`src/rtl/ackpoll_pkg.sv`:
```
package ackpoll_pkg;
  typedef enum logic [1:0] {
    OP_START = 2'd0,
    OP_SEND  = 2'd1,
    OP_STOP  = 2'd2
  } bm_op_e;

  typedef enum logic [3:0] {
    S_IDLE,
    S_WSTART,
    S_WSEND,
    S_WSTOP,
    S_PSTART,
    S_PCTRL,
    S_PSTOP,
    S_FSTOP,
    S_ASTOP
  } seq_state_e;
endpackage

```
`src/rtl/ackpoll_rst_sync.sv`:
```
module ackpoll_rst_sync (
  input  logic clk,
  input  logic arst_n,
  output logic rst_n_o
);
  logic [1:0] sync_q;

  always_ff @(posedge clk or negedge arst_n) begin
    if (!arst_n) sync_q <= 2'b00;
    else         sync_q <= {sync_q[0], 1'b1};
  end

  assign rst_n_o = sync_q[1];
endmodule

```
`src/rtl/ackpoll_frame_sel.sv`:
```
module ackpoll_frame_sel #(
  parameter int ADDR_BYTES = 2,
  parameter int IDX_W      = 3
) (
  input  logic [6:0]              dev_addr,
  input  logic [ADDR_BYTES*8-1:0] mem_addr,
  input  logic [7:0]              data,
  input  logic [IDX_W-1:0]        idx,
  output logic [7:0]              byte_o,
  output logic                    last_o
);
  localparam int NB = ADDR_BYTES + 2;

  logic [7:0] frame [NB];

  assign frame[0]    = {dev_addr, 1'b0};
  assign frame[NB-1] = data;

  for (genvar g = 0; g < ADDR_BYTES; g++) begin : g_addr
    assign frame[g+1] = mem_addr[(ADDR_BYTES-1-g)*8 +: 8];
  end

  always_comb begin
    byte_o = frame[0];
    for (int i = 0; i < NB; i++) begin
      if (idx == IDX_W'(i)) byte_o = frame[i];
    end
  end

  assign last_o = (idx == IDX_W'(NB-1));
endmodule

```
`src/rtl/ackpoll_ctr.sv`:
```
module ackpoll_ctr #(
  parameter int CNT_W = 8
) (
  input  logic             clk,
  input  logic             rst_n,
  input  logic             clr,
  input  logic             inc,
  input  logic [CNT_W-1:0] limit,
  output logic             hit
);
  logic [CNT_W-1:0] count_q, count_d;
  logic             count_en;

  always_comb begin
    count_en = clr | inc;
    count_d  = clr ? '0 : count_q + CNT_W'(1);
  end

  always_ff @(posedge clk or negedge rst_n) begin
    if (!rst_n)        count_q <= '0;
    else if (count_en) count_q <= count_d;
  end

  assign hit = (limit != '0) && (count_q == limit);

  // once the limit is reached the sequencer must not count another poll
  p_no_poll_past_limit_r7: assert property (@(posedge clk) disable iff (!rst_n)
    (hit && !clr) |-> !inc);
endmodule

```
`src/rtl/wr_ack_poll_seq.sv`:
```
module wr_ack_poll_seq
  import ackpoll_pkg::*;
#(
  parameter int ADDR_BYTES = 2,
  parameter int CNT_W      = 8
) (
  input  logic                    clk,
  input  logic                    rst_n,
  input  logic                    req,
  input  logic [6:0]              dev_addr,
  input  logic [ADDR_BYTES*8-1:0] mem_addr,
  input  logic [7:0]              wr_data,
  input  logic [CNT_W-1:0]        max_polls,
  input  logic                    hold_bus,
  output logic                    busy,
  output logic                    done,
  output logic                    timeout_err,
  output logic                    nack_err,
  output logic                    bus_kept,
  output logic                    cmd_valid,
  output logic [1:0]              cmd_op,
  output logic [7:0]              cmd_byte,
  input  logic                    bm_done,
  input  logic                    bm_nack
);
  localparam int NB    = ADDR_BYTES + 2;
  localparam int IDX_W = $clog2(NB + 1);
  localparam int AW    = ADDR_BYTES * 8;

  logic rst_sync_n;

  seq_state_e       state_q, state_d;
  logic [IDX_W-1:0] idx_q, idx_d;
  logic [6:0]       dev_q;
  logic [AW-1:0]    addr_q;
  logic [7:0]       data_q;
  logic [CNT_W-1:0] lim_q;
  logic             hold_q;
  logic             done_q, done_d;
  logic             to_q, to_d, nk_q, nk_d, kept_q, kept_d;
  logic             accept, ctr_clr, ctr_inc, ctr_hit;
  logic             valid_c;
  bm_op_e           op_c;
  logic [7:0]       byte_c, frame_byte;
  logic             frame_last;

  ackpoll_rst_sync u_rst (
    .clk     (clk),
    .arst_n  (rst_n),
    .rst_n_o (rst_sync_n)
  );

  ackpoll_frame_sel #(.ADDR_BYTES(ADDR_BYTES), .IDX_W(IDX_W)) u_frame (
    .dev_addr (dev_q),
    .mem_addr (addr_q),
    .data     (data_q),
    .idx      (idx_q),
    .byte_o   (frame_byte),
    .last_o   (frame_last)
  );

  ackpoll_ctr #(.CNT_W(CNT_W)) u_ctr (
    .clk   (clk),
    .rst_n (rst_sync_n),
    .clr   (ctr_clr),
    .inc   (ctr_inc),
    .limit (lim_q),
    .hit   (ctr_hit)
  );

  // next-state and command decode
  always_comb begin
    state_d = state_q;
    idx_d   = idx_q;
    done_d  = 1'b0;
    to_d    = to_q;
    nk_d    = nk_q;
    kept_d  = kept_q;
    accept  = 1'b0;
    ctr_clr = 1'b0;
    ctr_inc = 1'b0;
    valid_c = 1'b1;
    op_c    = OP_STOP;
    byte_c  = frame_byte;
    unique case (state_q)
      S_IDLE: begin
        valid_c = 1'b0;
        if (req) begin
          accept  = 1'b1;
          ctr_clr = 1'b1;
          to_d    = 1'b0;
          nk_d    = 1'b0;
          kept_d  = 1'b0;
          idx_d   = '0;
          state_d = S_WSTART;
        end
      end
      S_WSTART: begin
        op_c = OP_START;
        if (bm_done) state_d = S_WSEND;
      end
      S_WSEND: begin
        op_c = OP_SEND;
        if (bm_done) begin
          if (bm_nack)         state_d = S_ASTOP;
          else if (frame_last) state_d = S_WSTOP;
          else                 idx_d   = idx_q + IDX_W'(1);
        end
      end
      S_WSTOP: begin
        if (bm_done) state_d = S_PSTART;
      end
      S_PSTART: begin
        op_c = OP_START;
        if (bm_done) state_d = S_PCTRL;
      end
      S_PCTRL: begin
        op_c   = OP_SEND;
        byte_c = {dev_q, 1'b0};
        if (bm_done) begin
          if (bm_nack) begin
            ctr_inc = 1'b1;
            state_d = S_PSTOP;
          end else if (hold_q) begin
            kept_d  = 1'b1;
            done_d  = 1'b1;
            state_d = S_IDLE;
          end else begin
            state_d = S_FSTOP;
          end
        end
      end
      S_PSTOP: begin
        if (bm_done) begin
          if (ctr_hit) begin
            to_d    = 1'b1;
            done_d  = 1'b1;
            state_d = S_IDLE;
          end else begin
            state_d = S_PSTART;
          end
        end
      end
      S_FSTOP: begin
        if (bm_done) begin
          done_d  = 1'b1;
          state_d = S_IDLE;
        end
      end
      S_ASTOP: begin
        if (bm_done) begin
          nk_d    = 1'b1;
          done_d  = 1'b1;
          state_d = S_IDLE;
        end
      end
      default: begin
        valid_c = 1'b0;
        state_d = S_IDLE;
      end
    endcase
  end

  // state registers
  always_ff @(posedge clk or negedge rst_sync_n) begin
    if (!rst_sync_n) begin
      state_q <= S_IDLE;
      idx_q   <= '0;
      done_q  <= 1'b0;
      to_q    <= 1'b0;
      nk_q    <= 1'b0;
      kept_q  <= 1'b0;
    end else begin
      state_q <= state_d;
      idx_q   <= idx_d;
      done_q  <= done_d;
      to_q    <= to_d;
      nk_q    <= nk_d;
      kept_q  <= kept_d;
    end
  end

  // request capture, enabled only on acceptance
  always_ff @(posedge clk or negedge rst_sync_n) begin
    if (!rst_sync_n) begin
      dev_q  <= '0;
      addr_q <= '0;
      data_q <= '0;
      lim_q  <= '0;
      hold_q <= 1'b0;
    end else if (accept) begin
      dev_q  <= dev_addr;
      addr_q <= mem_addr;
      data_q <= wr_data;
      lim_q  <= max_polls;
      hold_q <= hold_bus;
    end
  end

  assign busy        = (state_q != S_IDLE);
  assign done        = done_q;
  assign timeout_err = to_q;
  assign nack_err    = nk_q;
  assign bus_kept    = kept_q;
  assign cmd_valid   = valid_c;
  assign cmd_op      = op_c;
  assign cmd_byte    = byte_c;

  // polling starts in the cycle right after the write-ending stop
  p_poll_immediate_r3: assert property (@(posedge clk) disable iff (!rst_sync_n)
    (state_q == S_WSTOP && bm_done) |=> (cmd_valid && cmd_op == 2'd0));

  // an unacknowledged poll is closed by a stop
  p_nack_then_stop_r5: assert property (@(posedge clk) disable iff (!rst_sync_n)
    (state_q == S_PCTRL && bm_done && bm_nack) |=> (cmd_valid && cmd_op == 2'd2));

  // a timeout flag only appears together with completion
  p_timeout_at_done_r7: assert property (@(posedge clk) disable iff (!rst_sync_n)
    $rose(timeout_err) |-> done);

  // completion is a single-cycle pulse
  p_done_pulse_r9: assert property (@(posedge clk) disable iff (!rst_sync_n)
    done |=> !done);

  // a presented command is held until the engine completes it
  p_cmd_hold_r11: assert property (@(posedge clk) disable iff (!rst_sync_n)
    (cmd_valid && !bm_done) |=> (cmd_valid && $stable(cmd_op) && $stable(cmd_byte)));

  // a request while busy leaves the captured fields untouched
  p_busy_ignores_req_r10: assert property (@(posedge clk) disable iff (!rst_sync_n)
    (busy && req) |=> ($stable(addr_q) && $stable(data_q) && $stable(lim_q)));
endmodule

```
`config.mk`:
```
export PLATFORM = sky130hd
export DESIGN_NAME = wr_ack_poll_seq
export DESIGN_NICKNAME = d
export VERILOG_FILES = /design/src/rtl/ackpoll_pkg.sv /design/src/rtl/ackpoll_rst_sync.sv /design/src/rtl/ackpoll_frame_sel.sv /design/src/rtl/ackpoll_ctr.sv /design/src/rtl/wr_ack_poll_seq.sv
export SDC_FILE = /design/constraint.sdc
export NUM_CORES = 1
export LEC_CHECK = 0
export BUFFER_PORTS_ARGS = -buffer_cell sky130_fd_sc_hd__buf_2
export CORE_MARGIN = 5
export CORE_UTILIZATION = 45
export DETAILED_ROUTE_END_ITERATION = 8
export PLACE_DENSITY = 0.68
export SLEW_MARGIN = 5
export SYNTH_ARGS = -nofsm -noshare
export SYNTH_HDL_FRONTEND = slang
export SYNTH_SLANG_ARGS = --single-unit
```
`constraint.sdc`:
```
create_clock -name clk -period 2.6 [get_ports clk]
set_input_delay 0.39 -clock clk [delete_from_list [all_inputs] [get_ports clk]]
set_output_delay 0.39 -clock clk [all_outputs]
set_load 0.01 [all_outputs]
```
==> summary.txt <==
Detailed routing
  • Drt wl/cell: 14.5 um
  • Routed Antenna Nets: 0
  • Vias/cell: 5.19
  • Residual DRC: 0
  • Via count: 2,351
  • Pre-antenna DRT Iters: 4
  • Routed WL: 6.56 mm
  • Drt initial violations: 61

Hold path
  • Worst Hold Class: flip-flop to asynchronous set/reset pin

Layout
  • Commonest cells after routing, fill and taps aside: buf_2, dfrtp_1, mux2_2
  • Share of layout cells above drive strength 1: 39.2%
  • Nets: 402
  • Most common cell after layout, fill and taps aside: buf_2
  • Fin area: 0.00377 mm2
  • Util after Layout: 55.5%
  • Diode count: 0
  • Area growth from synthesis to layout: 20.3%
  • Post-Layout Cell Count: 453

CTS
  • Clk buf depth: 2
  • CTS tree: done
  • Clk root buf: clkbuf_8
  • Cts bufs inserted: 9
  • Setup bufs post-CTS: 0
  • CTS Sinks: 61
  • CTS H-Tree Depth: 3
  • Clock Latency Late Sink: 0.34 ns
  • Worst-path clk slew: 0.07 ns

Placed design
  • Hpwl dp: 4.79 mm
  • Post-Place Cell Area: 0.00354 mm2
  • Setup WS pre-CTS: 0.370 ns
  • Final GP Congestion: 0.787
  • Inst Count DP: 436
  • PortBufs: 60

Setup path
  • R2R Setup Slk: 0.44 ns
  • Reg-to-Reg Start: state_q[1]
  • R2r endpoint: state_q[0]
  • Worst-path cell chain: nor4bb_4 -> buf_4 -> a22oi_1 -> o21ai_0 -> buf_2
  • Bufs and invs on worst path: 2
  • CP delay by family, top: flip-flops
  • Worst-path fanout max: 14
  • CP Capture Type: primary output
  • Required @ worst endpoint: 2.21 ns
  • Startpoint Class: flip-flop
  • Crit path max-delay cell type: dfrtp_2
  • FF-to-FF path depth: 6
  • Setup CP Type: flip-flop to primary output
  • Crit path arrival time: 2.02 ns
  • CP peak stage delay: 0.51 ns

Timing
  • Final period util: 92.7%
  • Final worst setup slack: 0.189 ns
  • FMAX: 0.415 GHz
  • Max-slew violation count: 0
  • Final clock skew: 0.00898 ns
  • Unrepaired setup endpoints after global routing: no
  • Final hold slack: 0.186 ns
  • Final setup vio count: 0
  • Final hold vios: 0
  • Fin Setup TNS: 0 ns
  • Final min period: 2.41 ns

Global routing
  • First-pass GRT wire length: 11.4 mm
  • Vias in the first global route: 2,459
  • Gr usage total: 16.7%
  • Largest net degree at the start of global routing: 42
  • Gr ovfl total: 0
  • Initial antenna violation count: 0

Power
  • Total power: 4.34 mW
  • Internal Power: 2.76 mW
  • Clock network power share: 19.6%
  • Static leakage: 1.62 nW
  • Pwr dens: 1150 mW/mm2
  • Sequential Power Share: 38.9%
  • Switching power share of the total: 36.4%
  • Combinational share of power: 41.4%
  • Switching pwr: 1.58 mW
  • Worst VDD drop: 666 uV

Die
  • Core area: 0.00679 mm2
  • Die area: 0.00872 mm2
  • Chip height: 93.4 um
  • Effective utilization at floorplan: 46.1%
  • Site row count: 30
  • IO Pins: 61
  • Die X: 93.4 um

Yosys
  • Flops & latches, synth: 61
  • Synth async-reset ratio: 100%
  • Count of cell types in the netlist: 41
  • Number of synthesized flops with an enable pin: 0
  • Mapped Area: 0.00313 mm2
  • Post-synthesis sequential area ratio: 48.8%
  • Synth warn: 0
  • Mapped Avg Cell Area: 10.8 um2
  • Cell count after synthesis: 290
  • Post-Syn Nets: 340
  • Post-synth top flop: dfrtp_1

Job
  • Max-cap violations: 0

Outcome
  • Outcome: completed
state kept, by name (all words and copies together) (netlist names):
name           flops
addr_q            16
data_q             8
lim_q              8
u_ctr.count_q      8
dev_q              7
state_q            4
idx_q              3
u_rst.sync_q       2
bus_kept           1
done               1
hold_q             1
nack_err           1
timeout_err        1
synthesized netlist by cell type (2+ instances only):
| master | instances | area share (%) |
|---|---|---|
| nor2b_1 | 7 | 1.4 |
| nor3_1 | 5 | 0.80 |
| nand3_1 | 3 | 0.48 |
| nor4_1 | 2 | 0.40 |
| nand4_1 | 4 | 0.80 |
| nand2_1 | 26 | 3.1 |
| nand2b_1 | 5 | 1.0 |
| and2_1 | 2 | 0.40 |
| o31ai_1 | 4 | 0.96 |
| xnor2_1 | 12 | 3.4 |
| o211ai_1 | 3 | 0.72 |
| buf_2 | 2 | 0.32 |
| a31oi_1 | 4 | 0.80 |
| a211oi_1 | 2 | 0.48 |
| nor2_1 | 16 | 1.9 |
| inv_1 | 7 | 0.84 |
| buf_4 | 4 | 0.96 |
| clkbuf_1 | 9 | 1.1 |
| mux2_2 | 43 | 15 |
| or3b_2 | 2 | 0.56 |
| xor2_1 | 2 | 0.56 |
| dfrtp_1 | 61 | 49 |
| ha_1 | 5 | 2.0 |
| a21o_1 | 2 | 0.48 |
| a21oi_1 | 7 | 1.1 |
| a22oi_1 | 15 | 3.6 |
| o21ai_0 | 21 | 3.4 |
| buf_6 | 2 | 0.72 |
how the worst max path moves through the flow:
stage | from | cells after the start | slack [ns] | end
floorplan | idx_q[0] | 8 | 0.66 | cmd_byte[6]
global placement | idx_q[0] | 6 | 0.42 | cmd_byte[4]
detailed placement | idx_q[0] | 6 | 0.37 | cmd_byte[7]
CTS | idx_q[0] | 5 | 0.03 | cmd_byte[7]
global route | state_q[2] | 5 | 0.008 | cmd_byte[3]
finish | state_q[2] | 5 | 0.19 | cmd_byte[3]
power by group through the flow:
stage	registers [mW]	clock network, mW	logic (mW)
after floorplan	1.57	0	1.39
after global placement	1.70	0	1.76
after detailed placement	1.71	0	1.79
after CTS	1.69	0.870	1.81
after global routing	1.75	0.916	2.01
final	1.69	0.853	1.80
timing repair:
action,CTS,global route
resized for setup,1,5
pin swaps,0,1
hold endpoints to repair,2,0
setup endpoints to repair,2,7
hold buffers,1,0
kinds of logic after synthesis:
| group | Yosys count | synth area share, % |
|---|---|---|
| simple gates | 79 | 13.2 |
| flops | 61 | 48.8 |
| other cells | 1 | 0.120 |
| buf+inv | 25 | 4.08 |
| fa+ha+maj | 5 | 2.00 |
| compound gates | 62 | 12.4 |
| mux | 43 | 15.5 |
| xor+xnor | 14 | 3.92 |
metal layers:
layer / wire length (um) / up-vias / global-route usage, %
met3: 341 / 9 / 4.26
li1: - / 1152 / -
met2: 3070 / 55 / 27.0
met4: 95 / 0 / 6.84
met1: 3060 / 1135 / 21.2
met5: 0 / - / 0
area by class of cell:
cell class                 count  area [um2]
clock buffer                  11         141
clock inverter                 5        58.8
fill                         609        3030
inverter                       7        26.3
multi-input combinational    204        1510
sequential                    61        1530
tap                           96         120
timing repair buffer          69         383
worst reg2reg max path, delay by kind of cell (launching register included):
family	cells	cell delay, ns
buffers and inverters	1	0.23
AO/OA/AOI/OAI	2	0.53
multiplexers	1	0.35
flip-flops	1	0.58
AND/OR/NAND/NOR	2	0.37
No activity file was read; power rests on OpenSTA's default activity.
